File: config.mk
export PLATFORM = sky130hd
export DESIGN_NAME = busfault_ctrl
export DESIGN_NICKNAME = d
export VERILOG_FILES = /design/src/rtl/bft_pkg.sv /design/src/rtl/bft_ack_timer.sv /design/src/rtl/bft_fault_fsm.sv /design/src/rtl/bft_reset_ctl.sv /design/src/rtl/busfault_ctrl.sv
export SDC_FILE = /design/constraint.sdc
export NUM_CORES = 1
export LEC_CHECK = 0
export ABC_CLOCK_PERIOD_IN_PS = 3100
export BUFFER_PORTS_ARGS = -buffer_cell sky130_fd_sc_hd__buf_2
export CORE_AREA = 2 2 69 71
export DETAILED_ROUTE_END_ITERATION = 10
export DIE_AREA = 0 0 71 73
export PLACE_DENSITY = 0.7
export SYNTH_ARGS = -nofsm -noshare
export SYNTH_HDL_FRONTEND = slang
export SYNTH_SLANG_ARGS = --single-unit
File: constraint.sdc
create_clock -name clk_i -period 3.1 [get_ports clk_i]
set_input_delay 0.62 -clock clk_i [delete_from_list [all_inputs] [get_ports clk_i]]
set_output_delay 0.62 -clock clk_i [all_outputs]
set_load 0.02 [all_outputs]
File: src/rtl/bft_pkg.sv
package bft_pkg;
  typedef enum logic [1:0] {
    FS_RUN    = 2'd0,
    FS_FLOAT  = 2'd1,
    FS_PEND   = 2'd2,
    FS_HALTED = 2'd3
  } fault_st_e;

  typedef struct packed {
    logic       sup;
    logic       trace;
    logic [2:0] mask;
  } cpu_flags_t;

  localparam cpu_flags_t FLAGS_ON_RESET = '{sup: 1'b1, trace: 1'b0, mask: 3'b111};
endpackage

File: src/rtl/bft_ack_timer.sv
module bft_ack_timer #(
  parameter int TW = 8
) (
  input  logic          clk_i,
  input  logic          rst_ni,
  input  logic          clr_i,
  input  logic [TW-1:0] lim_i,
  input  logic          cyc_i,
  input  logic          ack_i,
  output logic          tmo_o
);
  logic [TW-1:0] cnt_q;
  logic [TW:0]   cnt_inc;

  assign cnt_inc = {1'b0, cnt_q} + {{TW{1'b0}}, 1'b1};

  always_ff @(posedge clk_i or negedge rst_ni) begin
    if (!rst_ni) begin
      cnt_q <= '0;
      tmo_o <= 1'b0;
    end else if (clr_i || !cyc_i || ack_i) begin
      cnt_q <= '0;
      tmo_o <= 1'b0;
    end else if (!tmo_o) begin
      cnt_q <= cnt_inc[TW-1:0];
      if (cnt_inc >= {1'b0, lim_i}) tmo_o <= 1'b1;
    end
  end


  a_r1_tmo_needs_wait: assert property (@(posedge clk_i) disable iff (!rst_ni)
    $rose(tmo_o) |-> $past(cyc_i && !ack_i && !clr_i));
  a_r1_tmo_disarm: assert property (@(posedge clk_i) disable iff (!rst_ni)
    (!cyc_i || ack_i) |=> !tmo_o);
endmodule

File: src/rtl/bft_fault_fsm.sv
module bft_fault_fsm
  import bft_pkg::*;
(
  input  logic clk_i,
  input  logic rst_ni,
  input  logic clr_i,
  input  logic berr_i,
  input  logic halt_i,
  input  logic cyc_i,
  input  logic ack_i,
  output logic float_o,
  output logic halt_drv_o,
  output logic retry_o,
  output logic exc_o
);
  fault_st_e st_q, st_d;
  logic berr_q, halt_q;
  logic retry_d, exc_d;
  logic berr_ev;

  assign berr_ev = berr_i & ~berr_q;

  always_comb begin
    st_d    = st_q;
    retry_d = 1'b0;
    exc_d   = 1'b0;
    unique case (st_q)
      FS_RUN: begin
        if (berr_ev) begin
          if (halt_i) begin
            st_d = FS_FLOAT;
          end else begin
            st_d  = FS_PEND;
            exc_d = 1'b1;
          end
        end
      end
      FS_FLOAT: begin
        if (!berr_i && !halt_i) begin
          st_d    = FS_RUN;
          retry_d = 1'b1;
        end
      end
      FS_PEND: begin
        if (berr_ev) st_d = FS_HALTED;
        else if (cyc_i && ack_i && !berr_i) st_d = FS_RUN;
      end
      FS_HALTED: st_d = FS_HALTED;
      default: st_d = FS_RUN;
    endcase
    if (clr_i) begin
      st_d    = FS_RUN;
      retry_d = 1'b0;
      exc_d   = 1'b0;
    end
  end

  always_ff @(posedge clk_i or negedge rst_ni) begin
    if (!rst_ni) begin
      st_q    <= FS_RUN;
      berr_q  <= 1'b0;
      halt_q  <= 1'b0;
      retry_o <= 1'b0;
      exc_o   <= 1'b0;
    end else begin
      st_q    <= st_d;
      berr_q  <= berr_i;
      halt_q  <= halt_i;
      retry_o <= retry_d;
      exc_o   <= exc_d;
    end
  end

  assign halt_drv_o = (st_q == FS_HALTED);
  assign float_o    = (st_q == FS_FLOAT) || (st_q == FS_HALTED) || halt_q;


  a_r2_retry_from_float: assert property (@(posedge clk_i) disable iff (!rst_ni)
    retry_o |-> $past(st_q == FS_FLOAT));
  a_r2_one_outcome: assert property (@(posedge clk_i) disable iff (!rst_ni)
    $onehot0({retry_o, exc_o}));

  a_r3_exc_from_run: assert property (@(posedge clk_i) disable iff (!rst_ni)
    exc_o |-> $past(st_q == FS_RUN && !halt_i));

  a_r4_halted_sticky: assert property (@(posedge clk_i) disable iff (!rst_ni)
    (st_q == FS_HALTED && !clr_i) |=> (st_q == FS_HALTED));
  a_r4_halted_floats: assert property (@(posedge clk_i) disable iff (!rst_ni)
    halt_drv_o |-> (float_o && !retry_o));
endmodule

File: src/rtl/bft_reset_ctl.sv
module bft_reset_ctl
  import bft_pkg::*;
#(
  parameter int RQ    = 10,
  parameter int POR   = 16,
  parameter int PULSE = 124
) (
  input  logic       clk_i,
  input  logic       rst_ni,
  input  logic       rst_line_i,
  input  logic       halt_i,
  input  logic       sw_rst_i,
  input  logic       flag_we_i,
  input  cpu_flags_t flag_i,
  output logic       rec_o,
  output logic       drive_o,
  output cpu_flags_t flags_o
);
  localparam int QMAX = (POR > RQ) ? POR : RQ;
  localparam int QW   = $clog2(QMAX + 1);
  localparam int PCW  = $clog2(PULSE + 1);

  logic           por_pend_q;
  logic [QW-1:0]  qcnt_q, need, need_m1;
  logic [PCW-1:0] pcnt_q;
  logic           cond, hit;

  assign need    = por_pend_q ? QW'(POR) : QW'(RQ);
  assign need_m1 = need - QW'(1);
  // own pulse never counts as a request
  assign cond    = rst_line_i && !drive_o && (por_pend_q || halt_i);
  assign hit     = cond && (qcnt_q == need_m1);
  assign drive_o = (pcnt_q != '0);

  always_ff @(posedge clk_i or negedge rst_ni) begin
    if (!rst_ni) begin
      por_pend_q <= 1'b1;
      qcnt_q     <= '0;
      rec_o      <= 1'b0;
    end else begin
      rec_o <= hit;
      if (!cond) qcnt_q <= '0;
      else if (hit) qcnt_q <= QW'(QMAX);
      else if (qcnt_q < need) qcnt_q <= qcnt_q + QW'(1);
      if (hit) por_pend_q <= 1'b0;
    end
  end

  always_ff @(posedge clk_i or negedge rst_ni) begin
    if (!rst_ni) pcnt_q <= '0;
    else if (pcnt_q != '0) pcnt_q <= pcnt_q - PCW'(1);
    else if (sw_rst_i) pcnt_q <= PCW'(PULSE);
  end

  always_ff @(posedge clk_i or negedge rst_ni) begin
    if (!rst_ni) flags_o <= FLAGS_ON_RESET;
    else if (hit) flags_o <= FLAGS_ON_RESET;
    else if (flag_we_i) flags_o <= flag_i;
  end


  a_r5_rec_needs_line: assert property (@(posedge clk_i) disable iff (!rst_ni)
    rec_o |-> $past(rst_line_i));
  a_r5_rec_single: assert property (@(posedge clk_i) disable iff (!rst_ni)
    rec_o |=> !rec_o);

  a_r7_pulse_on_cmd: assert property (@(posedge clk_i) disable iff (!rst_ni)
    $rose(drive_o) |-> $past(sw_rst_i));

  a_r8_no_self_rec: assert property (@(posedge clk_i) disable iff (!rst_ni)
    $past(drive_o) |-> !rec_o);

  a_r9_flags_on_rec: assert property (@(posedge clk_i) disable iff (!rst_ni)
    rec_o |-> (flags_o == FLAGS_ON_RESET));
endmodule

File: src/rtl/busfault_ctrl.sv
module busfault_ctrl
  import bft_pkg::*;
#(
  parameter int TMO_W          = 8,
  parameter int RST_QUAL_CLKS  = 10,
  parameter int POR_HOLD_CLKS  = 16,
  parameter int RST_PULSE_CLKS = 124
) (
  input  logic             clk_i,
  input  logic             rst_ni,
  input  logic [TMO_W-1:0] tmo_limit_i,
  input  logic             cyc_active_i,
  input  logic             ack_i,
  input  logic             berr_ni,
  input  logic             halt_ni,
  input  logic             reset_ni,
  input  logic             sw_reset_i,
  input  logic             flag_we_i,
  input  logic             flag_sup_i,
  input  logic             flag_trace_i,
  input  logic [2:0]       flag_mask_i,
  output logic             berr_o,
  output logic             halt_no,
  output logic             float_o,
  output logic             retry_o,
  output logic             exc_o,
  output logic             reset_rec_o,
  output logic             reset_drive_no,
  output logic             sup_o,
  output logic             trace_o,
  output logic [2:0]       imask_o
);
  logic       tmo, halt_drv, drive;
  cpu_flags_t flag_wr, flags;

  assign flag_wr = '{sup: flag_sup_i, trace: flag_trace_i, mask: flag_mask_i};

  bft_ack_timer #(.TW(TMO_W)) u_timer (
    .clk_i  (clk_i),
    .rst_ni (rst_ni),
    .clr_i  (reset_rec_o),
    .lim_i  (tmo_limit_i),
    .cyc_i  (cyc_active_i),
    .ack_i  (ack_i),
    .tmo_o  (tmo)
  );

  assign berr_o = tmo | ~berr_ni;

  bft_fault_fsm u_fault (
    .clk_i      (clk_i),
    .rst_ni     (rst_ni),
    .clr_i      (reset_rec_o),
    .berr_i     (berr_o),
    .halt_i     (~halt_ni),
    .cyc_i      (cyc_active_i),
    .ack_i      (ack_i),
    .float_o    (float_o),
    .halt_drv_o (halt_drv),
    .retry_o    (retry_o),
    .exc_o      (exc_o)
  );

  bft_reset_ctl #(
    .RQ    (RST_QUAL_CLKS),
    .POR   (POR_HOLD_CLKS),
    .PULSE (RST_PULSE_CLKS)
  ) u_reset (
    .clk_i      (clk_i),
    .rst_ni     (rst_ni),
    .rst_line_i (~reset_ni),
    .halt_i     (~halt_ni),
    .sw_rst_i   (sw_reset_i),
    .flag_we_i  (flag_we_i),
    .flag_i     (flag_wr),
    .rec_o      (reset_rec_o),
    .drive_o    (drive),
    .flags_o    (flags)
  );

  assign halt_no        = ~halt_drv;
  assign reset_drive_no = ~drive;
  assign sup_o          = flags.sup;
  assign trace_o        = flags.trace;
  assign imask_o        = flags.mask;
endmodule

==> results of run 1 <==
[power groups by stage]
stage | sequential [mW] | clock (mW) | combinational [mW]
CTS | 0.565 | 0.349 | 0.210
global route | 0.577 | 0.366 | 0.236
global placement | 0.570 | 0 | 0.203
floorplan | 0.573 | 0 | 0.142
finish | 0.564 | 0.330 | 0.205
detailed placement | 0.571 | 0 | 0.210
[cells by family (layout without fill, tap and decap cells)]
kind of cell | after synthesis | after routing | synth area share [%]
flip-flops | 34 | 34 | 44.9
AND/OR/NAND/NOR | 74 | 74 | 20.0
AO/OA/AOI/OAI | 30 | 30 | 10.6
buffers and inverters | 21 | 59 | 4.13
adder cells (fa/ha/maj) | 14 | 14 | 9.19
XOR/XNOR | 15 | 15 | 6.89
multiplexers | 8 | 8 | 4.27
[metal layers]
layer,track usage [%],vias to the layer above
li1,-,743
met1,17.5,675
met2,22.4,25
met3,3.45,5
met4,7.97,0
met5,0,-
[synthesized netlist by cell type (4+ instances only)]
library cell,count,area [sq um]
mux2i_1,7,70.1
a21oi_1,10,50.1
or3_1,4,25.0
nor2_1,18,67.6
nor2b_1,4,25.0
nor3_1,8,40.0
ha_1,14,175
xor2_1,6,52.6
dfrtp_1,29,726
o21ai_0,9,45.0
xnor2_1,9,78.8
inv_1,17,63.8
dfstp_2,5,131
nand2_1,20,75.1
[worst max-delay path, cell delays in order, from the launching register on]
cell and delay, ps:
dfrtp_1 390, inv_1 60, ha_1 170, or3b_4 430, or2_4 300, inv_1 90, buf_2 160
[cells in the final DEF, fill, tap and decap left out, drive strengths merged, types with 2 or more instances in the layout]
| cell type | Yosys | layout |
|---|---|---|
| dfstp | 5 | 5 |
| nor2b | 4 | 4 |
| o21ai | 10 | 10 |
| nor2 | 18 | 18 |
| buf | 1 | 33 |
| or3 | 5 | 5 |
| xnor2 | 9 | 9 |
| or3b | 2 | 2 |
| clkbuf | 2 | 7 |
| xor2 | 6 | 6 |
| o211ai | 2 | 2 |
| nand4 | 2 | 2 |
| nand2 | 20 | 20 |
| nand3 | 3 | 3 |
| and2 | 2 | 2 |
| dfrtp | 29 | 29 |
| nand2b | 4 | 4 |
| a21oi | 10 | 10 |
| mux2i | 7 | 7 |
| or2 | 3 | 3 |
| inv | 18 | 18 |
| nor3 | 9 | 9 |
| ha | 14 | 14 |
[worst min path at each step]
stage | start | to | slack [ps] | cells after the start
floorplan | rst_ni | u_fault.berr_q | 320 | 0
detailed placement | u_reset.pcnt_q[3] | u_reset.pcnt_q[3] | 510 | 1
global placement | u_reset.pcnt_q[3] | u_reset.pcnt_q[3] | 500 | 1
finish | rst_ni | u_fault.exc_o | 400 | 1
global route | rst_ni | u_fault.exc_o | 460 | 1
CTS | rst_ni | u_fault.exc_o | 430 | 1
[flip-flops by register name, indices dropped and copies added, names as in the netlist]
register,count
u_reset.flags_o,5
u_fault.berr_q,1
u_reset.pcnt_q,7
u_fault.st_q,2
u_reset.por_pend_q,1
u_fault.halt_q,1
u_reset.qcnt_q,5
u_reset.rec_o,1
u_fault.retry_o,1
u_fault.exc_o,1
u_timer.cnt_q,8
u_timer.tmo_o,1
[metrics by stage]
| stage | utilization, % | cells | instance area (sq um) | power, mW |
|---|---|---|---|---|
| detailed placement | 46.9 | 280 | 2130 | 0.781 |
| global placement | 46.9 | 280 | 2130 | 0.773 |
| floorplan | - | 196 | 1910 | 0.714 |
| finish | 48.9 | 288 | 2220 | 1.10 |
| CTS | 48.9 | 288 | 2220 | 1.12 |
| global route | 48.9 | 288 | 2220 | 1.18 |
[layout make-up]
class | instances | area (sq um)
fillers | 431 | 2320
multi-input cells | 141 | 971
repair buffers | 33 | 165
well taps | 54 | 67.6
inverters | 18 | 67.6
flip-flops and latches | 34 | 857
clock inverters | 1 | 5.00
clock buffers | 7 | 86.3
==> results by group, run 1 <==
Logic synthesis
  • Number of flops mapped to enable cells by yosys: 0
  • YS warnings: 0
  • Total nets after synthesis: 232
  • Number of instances in the synthesized netlist: 196
  • Top_reg_cell synth: dfrtp_1
  • Number of distinct library cells after synthesis: 41
  • Sequential element share of the synthesized area: 44.9%
  • Area of the mapped netlist: 1910 sq um
  • Async S/R FF share, synth: 100%
  • Register bit count reported by yosys: 34
  • Mean instance size in the synthesized netlist: 9.73 sq um

Power
  • Switching Share: 28.5%
  • Static Leakage: 1.09 nW
  • Power per unit of standard cell area: 495 nW/um^2
  • Clk pwr share: 30.0%
  • Internal Power: 0.786 mW
  • Register share of total power: 51.3%
  • Worst vdd ir: 327 uV
  • Power spent charging and discharging nets: 0.313 mW
  • Part of the power in combinational logic: 18.7%

Die
  • Die outline height: 73 microns
  • Floorplan Core Area: 4540 sq um
  • Number of cell rows: 25
  • IO Pins: 34
  • Die area: 5180 sq um
  • Chip Width: 71 microns
  • Initial cell density of the core: 42.0%

Clock network
  • Number of buffers added by the clock tree synthesis step: 5
  • H-Tree Level Count: 2
  • CTS Hold Bufs: 0
  • CTS tree: yes
  • Setup bufs post-CTS: 0
  • Number of gates given a new drive strength after cts: 0
  • Root Buffer Master: clkbuf_8
  • Number of clock sinks seen by CTS: 34
  • Register clock-pin slew on the reported worst setup and hold paths: 70 ps
  • Deepest clock path buffer count: 2
  • Clock Latency Late Sink: 280 ps

Worst setup path
  • Data arrival time at the worst-slack endpoint: 1880 ps
  • FF-to-FF End: u_timer.tmo_o
  • Number of cells on the worst reg-to-reg path: 9
  • Max Fanout on Critical Path: 6
  • Internal reg-to-reg setup slack: 1100 ps
  • Critical path endpoint: reset_drive_no
  • Launching element type of the critical path: flop
  • Path type of the worst setup path: flop to output port
  • Worst reg2reg startpoint: u_timer.cnt_q[0]
  • Crit. End Element: output port
  • Required time worst endpoint: 2480 ps
  • Worst setup startpoint: u_reset.pcnt_q[0]

Finish
  • Synthesis-to-finish area growth: 16.4%
  • Antenna cell count: 0
  • Total number of nets in the final design: 269
  • Share of post-route cells with drive strength above 1: 24.4%

Timing
  • Worst slew margin: 51.0%
  • Worst-margin pin slew: 736 ps
  • Worst hold-check slack: 398 ps
  • Setup repair after global routing missed its margin: false
  • Final critical delay including setup and external delays: 2500 ps
  • Period utilization: 80.6%
  • Final-report max-slew violation count: 0
  • Final setup fails: 0
  • Maximum clock frequency: 0.400 GHz
  • Clock skew: 3.03 ps
  • Final Hold Violating Endpoints: 0
  • Setup TNS after final layout: 0 ps
  • Setup ws final: 602 ps

Route
  • DR iter-0 viols: 83
  • Vias after detailed routing: 1,448
  • Router iterations before antenna repair: 4
  • Total detailed-routing wirelength: 3.24 mm
  • Met2 Wirelength: 1.48 mm
  • Post-route antenna net violation count: 0
  • Wl on met1: 1.59 mm
  • Detail-routed net length per standard cell: 11.2 microns
  • Routed length on met3: 97 microns
  • Highest routed layer: met4
  • Post-route DRC violation count: 0
  • Via density: 5.03

GRT
  • Vias in the first global route: 1,335
  • Total global-route track usage: 14.1%
  • GR Overflow Total: 0
  • Maximum number of pins on one net before global-route repair: 35
  • Antenna violations before repair: 0
  • First-pass GRT wire length: 5.73 mm

Place
  • Number of input and output port buffers inserted: 33
  • Final weighted congestion in routability-driven placement: 0.797
  • Placed wire-length estimate: 2.40 mm
  • Pre-CTS setup slack: 913 ps

Flow run
  • Number of maximum-capacitance violations: 0

Run status
  • Run status: finished clean

Min path
  • Worst hold path class: input pin to asynchronous set/reset pin
Power figures use the tool's default switching activity.
==> inputs of run 2 (changes only) <==
Settings changed: ABC_AREA from default to 1, ABC_CLOCK_PERIOD_IN_PS 3100 to 2200, CORE_AREA 2 2 69 71 to 2 2 70 72, DIE_AREA 0 0 71 73 to 0 0 72 74, PLACE_DENSITY 0.7 to 0.74.
Clock period 3.1 ns to 2.2 ns, I/O delays scaled along.
==> run 2 against run 1 <==
  * Sequential share of layout area decreased by 1.8 points
  * Worst hold slack got worse by 180 ps
  * Utilization increased by 1.7 points
  * Critical path depth increased by 1
  * Non-clock buffer count unchanged
  * Synthesized cell count increased by 24%
  * Critical path type unchanged
  * Largest cell class unchanged
  * Highest routed layer unchanged
==> results by group, run 2 <==
Finish
  • Register name with the most flops: u_timer.cnt_q
  • Max FFs per register: 8
  • Antenna cell count: 0
  • Share of post-route cells with drive strength above 1: 25.1%
  • Registers with the most flip-flops: u_timer.cnt_q x8, u_reset.pcnt_q x7
  • Total number of nets in the final design: 318
  • Synthesis-to-finish area growth: 15.5%
  • Commonest cells after routing, fill and taps aside: inv_1 (47), nand2_1 (47), buf_2 (33)
  • Post-layout util: 50.7%
  • Number of standard cells in the layout, taps in and fillers out: 337

Clock network
  • Setup bufs post-CTS: 0
  • Number of gates given a new drive strength after cts: 0
  • CTS tree: yes
  • Root Buffer Master: clkbuf_8
  • CTS Hold Bufs: 0
  • Number of buffers added by the clock tree synthesis step: 5
  • H-Tree Level Count: 2
  • Clock Latency Late Sink: 280 ps
  • Number of clock sinks seen by CTS: 34
  • Register clock-pin slew on the reported worst setup and hold paths: 70 ps
  • Deepest clock path buffer count: 2

Logic synthesis
  • Async S/R FF share, synth: 100%
  • Top cells by area, synth: dfrtp_1 (36%), inv_1 (8.7%), nand2_1 (8.7%)
  • Most frequent cells after synthesis: inv_1 (47), nand2_1 (47), dfrtp_1 (29)
  • Register bit count reported by yosys: 34
  • Total nets after synthesis: 280
  • Share of the synthesized area in the top cell type: 36.0%
  • Mean instance size in the synthesized netlist: 8.27 sq um
  • Number of flops mapped to enable cells by yosys: 0
  • Top_reg_cell synth: dfrtp_1
  • Area of the mapped netlist: 2020 sq um
  • YS warnings: 0
  • Sequential element share of the synthesized area: 42.5%
  • Number of instances in the synthesized netlist: 244
  • Cell type contributing the most total cell area after synthesis: dfrtp_1
  • Number of distinct library cells after synthesis: 35

Timing
  • Period utilization: 91.0%
  • Worst slew margin: 50.6%
  • Setup TNS after final layout: 0 ps
  • Worst-margin pin slew: 741 ps
  • Setup repair after global routing missed its margin: false
  • Final Hold Violating Endpoints: 0
  • Final setup fails: 0
  • Maximum clock frequency: 0.499 GHz
  • Final-report max-slew violation count: 0
  • Clock skew: 4.13 ps
  • Final critical delay including setup and external delays: 2000 ps

Worst setup path
  • Kind of cell adding the most delay to the critical path: buffers and inverters
  • Cell type with the highest occurrence count on the critical path: inv_1
  • Path type of the worst setup path: flop to output port
  • Crit. End Element: output port
  • Max Fanout on Critical Path: 5
  • Data arrival time at the worst-slack endpoint: 1560 ps
  • Number of buffer and inverter stages on the critical path: 4
  • CP max-delay cell: dfrtp_1
  • Largest stage delay on the critical path: 390 ps
  • Launching element type of the critical path: flop
  • Cell breakdown of the critical path: inv_1, ha_1, inv_1, nor3_4, nand2_4, clkinv_4, buf_2
  • Required time worst endpoint: 1760 ps

Power
  • Internal Power: 1.11 mW
  • Switching Share: 31.4%
  • Register share of total power: 48.8%
  • Power spent charging and discharging nets: 0.507 mW
  • Part of the power in combinational logic: 22.0%
  • Worst vdd ir: 288 uV
  • Static Leakage: 1.24 nW
  • Clk pwr share: 29.2%
  • Power per unit of standard cell area: 694 nW/um^2

Flow run
  • Number of maximum-capacitance violations: 0

GRT
  • Vias in the first global route: 1,589
  • First-pass GRT wire length: 6.72 mm
  • Total global-route track usage: 15.9%
  • Maximum number of pins on one net before global-route repair: 35
  • Antenna violations before repair: 0
  • GR Overflow Total: 0

Die
  • Die outline height: 74 microns
  • IO Pins: 34
  • Floorplan Core Area: 4600 sq um
  • Die area: 5330 sq um
  • Initial cell density of the core: 43.9%
  • Number of cell rows: 25
  • Chip Width: 72 microns

Route
  • Vias after detailed routing: 1,653
  • Total detailed-routing wirelength: 3.75 mm
  • Detail-routed net length per standard cell: 11.1 microns
  • Post-route DRC violation count: 0
  • Router iterations before antenna repair: 4
  • DR iter-0 viols: 51
  • Post-route antenna net violation count: 0
  • Via density: 4.91

Place
  • Placed Cells: 329
  • Placed wire-length estimate: 2.88 mm
  • Final weighted congestion in routability-driven placement: 0.863
  • Number of input and output port buffers inserted: 33

Run status
  • Run status: finished clean

Min path
  • Worst hold path class: input pin to asynchronous set/reset pin
==> run 2: cell families after synthesis <==
kind of cell    after synthesis  share of synthesized area (%)
xor+xnor                      7                           3.04
simple gates                 98                           24.2
buf+inv                      55                           10.7
fa+ha+maj                    14                           8.68
flops                        34                           42.5
compound gates               35                           10.4
mux                           1                          0.496
==> run 2: path summary, 6_finish.rpt <==
path / start / end / slack (ps) / cells past startpoint
setup / recovery: u_reset.pcnt_q[0] / reset_drive_no / 200 / 7
hold / removal: rst_ni / u_reset.pcnt_q[2] / 220 / 1
setup reg to reg: u_timer.cnt_q[0] / u_timer.tmo_o / 310 / 12
hold reg to reg: u_reset.pcnt_q[0] / u_reset.pcnt_q[0] / 510 / 1
max in group asynchronous: rst_ni / u_timer.cnt_q[5] / 1510 / 1
min in group clk_i: berr_ni / u_fault.berr_q / 380 / 2
==> run 2: routing by layer <==
layer	vias to the layer above	GRT usage (%)	routed length, microns
li1	851	-	-
met1	768	19.6	1720
met2	29	27.9	1860
met3	5	2.57	107
met4	0	6.50	67
met5	-	0	0
==> run 2: stage by stage <==
stage / hold WS (ps) / power [mW] / instance area [sq um] / setup WS [ps]
floorplan: 144 / 1.05 / 2020 / 503
global placement: 484 / 1.14 / 2240 / 410
detailed placement: 492 / 1.15 / 2240 / 326
CTS: 244 / 1.64 / 2330 / 176
global route: 292 / 1.72 / 2330 / 52.5
finish: 216 / 1.62 / 2330 / 198
==> run 2: power by group through the flow <==
stage	clock network (mW)	logic, mW	registers [mW]
after global routing	0.510	0.416	0.797
final	0.472	0.356	0.789
after detailed placement	0	0.356	0.798
after floorplan	0	0.258	0.793
after global placement	0	0.345	0.793
after CTS	0.491	0.359	0.787
==> run 2: layout make-up <==
type,instances,area [sq um]
clock buffer,7,86.3
clock inverter,1,5.00
fill,437,2270
inverter,53,204
multi-input combinational,155,945
sequential,34,857
tap,54,67.6
timing repair buffer,33,165
==> run 2: worst reg2reg max path, stage by stage, from the launching register on <==
cell     delay, ps
dfrtp_1        390
ha_1           200
nand3_1        120
nor2_1         180
xor2_1         220
inv_1           70
ha_1           290
nand2_1         50
inv_1           40
nand2_1         40
nand2_1         50
nand2_1         40
a21oi_1        120
==> inputs of run 3 (changes only) <==
Settings changed: MAX_ROUTING_LAYER from default to met4.
==> run 3 against run 2 <==
  * Utilization unchanged
  * Maximum frequency about the same
  * Sequential share of layout area stayed put
  * Die area is the same
  * First-iteration DRC count up 14%
  * Flip-flop and latch count did not move
  * Non-clock buffer count did not move
  * Power about the same
  * Critical endpoint unchanged
==> results by group, run 3 (synthesis gave the netlist of run 2 again) <==
Run status
  • Run status: finished clean

Worst setup path
  • Required time worst endpoint: 1760 ps
  • Kind of cell adding the most delay to the critical path: buffers and inverters
  • CP max-delay cell: dfrtp_1
  • Max Fanout on Critical Path: 5
  • Number of cells on the worst reg-to-reg path: 12
  • Launching element type of the critical path: flop
  • Data arrival time at the worst-slack endpoint: 1560 ps
  • Levels on crit path: 7
  • Path type of the worst setup path: flop to output port
  • Number of buffer and inverter stages on the critical path: 4
  • Crit. End Element: output port
  • Cell breakdown of the critical path: inv_1, ha_1, inv_1, nor3_4, nand2_4, clkinv_4, buf_2
  • Cell type with the highest occurrence count on the critical path: inv_1
  • Largest stage delay on the critical path: 390 ps

Die
  • Die area: 5330 sq um
  • Floorplan Core Area: 4600 sq um
  • Number of cell rows: 25
  • IO Pins: 34
  • Chip Width: 72 microns
  • Die outline height: 74 microns
  • Initial cell density of the core: 43.9%

Place
  • Number of input and output port buffers inserted: 33
  • Pre-CTS setup slack: 326 ps
  • Final weighted congestion in routability-driven placement: 0.877
  • Placed wire-length estimate: 2.88 mm

Timing
  • Maximum clock frequency: 0.499 GHz
  • Worst hold-check slack: 217 ps
  • Final Hold Violating Endpoints: 0
  • Setup repair after global routing missed its margin: false
  • Final setup fails: 0
  • Setup ws final: 198 ps
  • Setup TNS after final layout: 0 ps
  • Final-report max-slew violation count: 0
  • Period utilization: 91.0%
  • Clock skew: 4.13 ps
  • Worst slew margin: 50.6%
  • Final critical delay including setup and external delays: 2000 ps
  • Worst-margin pin slew: 741 ps

Finish
  • Commonest cells after routing, fill and taps aside: inv_1 (47), nand2_1 (47), buf_2 (33)
  • Antenna cell count: 0
  • Register name with the most flops: u_timer.cnt_q
  • Registers with the most flip-flops: u_timer.cnt_q x8, u_reset.pcnt_q x7
  • Total number of nets in the final design: 318
  • Share of post-route cells with drive strength above 1: 25.1%
  • Max FFs per register: 8
  • Filler cell count: 437
  • Synthesis-to-finish area growth: 15.5%

Clock network
  • CTS tree: yes
  • Number of gates given a new drive strength after cts: 0
  • Number of buffers added by the clock tree synthesis step: 5
  • Deepest clock path buffer count: 2
  • Clock Latency Late Sink: 280 ps
  • CTS Hold Bufs: 0
  • H-Tree Level Count: 2
  • Root Buffer Master: clkbuf_8
  • Register clock-pin slew on the reported worst setup and hold paths: 70 ps
  • Number of clock sinks seen by CTS: 34
  • Setup bufs post-CTS: 0

Power
  • Worst vdd ir: 288 uV
  • Static Leakage: 1.24 nW
  • Power per unit of standard cell area: 693 nW/um^2

Route
  • DR iter-0 viols: 58
  • Highest routed layer: met4
  • Via density: 4.91
  • Vias after detailed routing: 1,654
  • Router iterations before antenna repair: 4
  • Routed length on met3: 113 microns
  • Met2 Wirelength: 1.84 mm
  • Detail-routed net length per standard cell: 11.1 microns
  • Wl on met1: 1.71 mm
  • Post-route antenna net violation count: 0
  • Total detailed-routing wirelength: 3.73 mm
  • Post-route DRC violation count: 0

GRT
  • GR Overflow Total: 0
  • Maximum number of pins on one net before global-route repair: 35
  • Antenna violations before repair: 0
  • Vias in the first global route: 1,590
  • Total global-route track usage: 16.4%
  • First-pass GRT wire length: 6.72 mm

Min path
  • Worst hold path class: input pin to asynchronous set/reset pin

Flow run
  • Number of maximum-capacitance violations: 0
## run 3: per-stage QoR
stage / total power, mW / util (%) / instance area, sq um / instances
global placement: 1.14 / 48.7 / 2240 / 329
global route: 1.72 / 50.7 / 2330 / 337
detailed placement: 1.15 / 48.7 / 2240 / 329
floorplan: 1.05 / - / 2020 / 244
finish: 1.62 / 50.7 / 2330 / 337
CTS: 1.64 / 50.7 / 2330 / 337
## run 3: final timing paths
kind | endpoint | slack (ps) | startpoint
worst max-delay path | reset_drive_no | 200 | u_reset.pcnt_q[0]
worst min-delay path | u_reset.pcnt_q[2] | 220 | rst_ni
worst max register to register | u_timer.tmo_o | 310 | u_timer.cnt_q[0]
worst min register to register | u_reset.pcnt_q[0] | 510 | u_reset.pcnt_q[0]
max in group asynchronous | u_timer.cnt_q[5] | 1510 | rst_ni
min in group clk_i | u_fault.berr_q | 380 | berr_ni
## run 3: per-layer routing
layer	up-vias	track usage [%]
met4	0	6.50
met3	5	2.57
met2	30	27.9
met5	-	-
li1	853	-
met1	766	19.6
## run 3: worst register-to-register path, stage by stage, from the launching register on
cell	delay [ps]
dfrtp_1	390
ha_1	200
nand3_1	120
nor2_1	180
xor2_1	220
inv_1	70
ha_1	290
nand2_1	50
inv_1	50
nand2_1	40
nand2_1	50
nand2_1	40
a21oi_1	120
## run 3: where the power goes
group / internal (mW) / total (mW) / switching (mW)
clock network: 0.252 / 0.472 / 0.220
logic: 0.145 / 0.355 / 0.209
registers: 0.712 / 0.789 / 0.0768
## run 3: cell type report
type | count | area, sq um | share of cell area, %
Sequential cell | 34 | 857 | 36.8
Clock inverter | 1 | 5.00 | 0.215
Multi-Input combinational cell | 155 | 945 | 40.5
Tap cell | 54 | 67.6 | 2.90
Clock buffer | 7 | 86.3 | 3.71
Timing Repair Buffer | 33 | 165 | 7.09
Inverter | 53 | 204 | 8.75
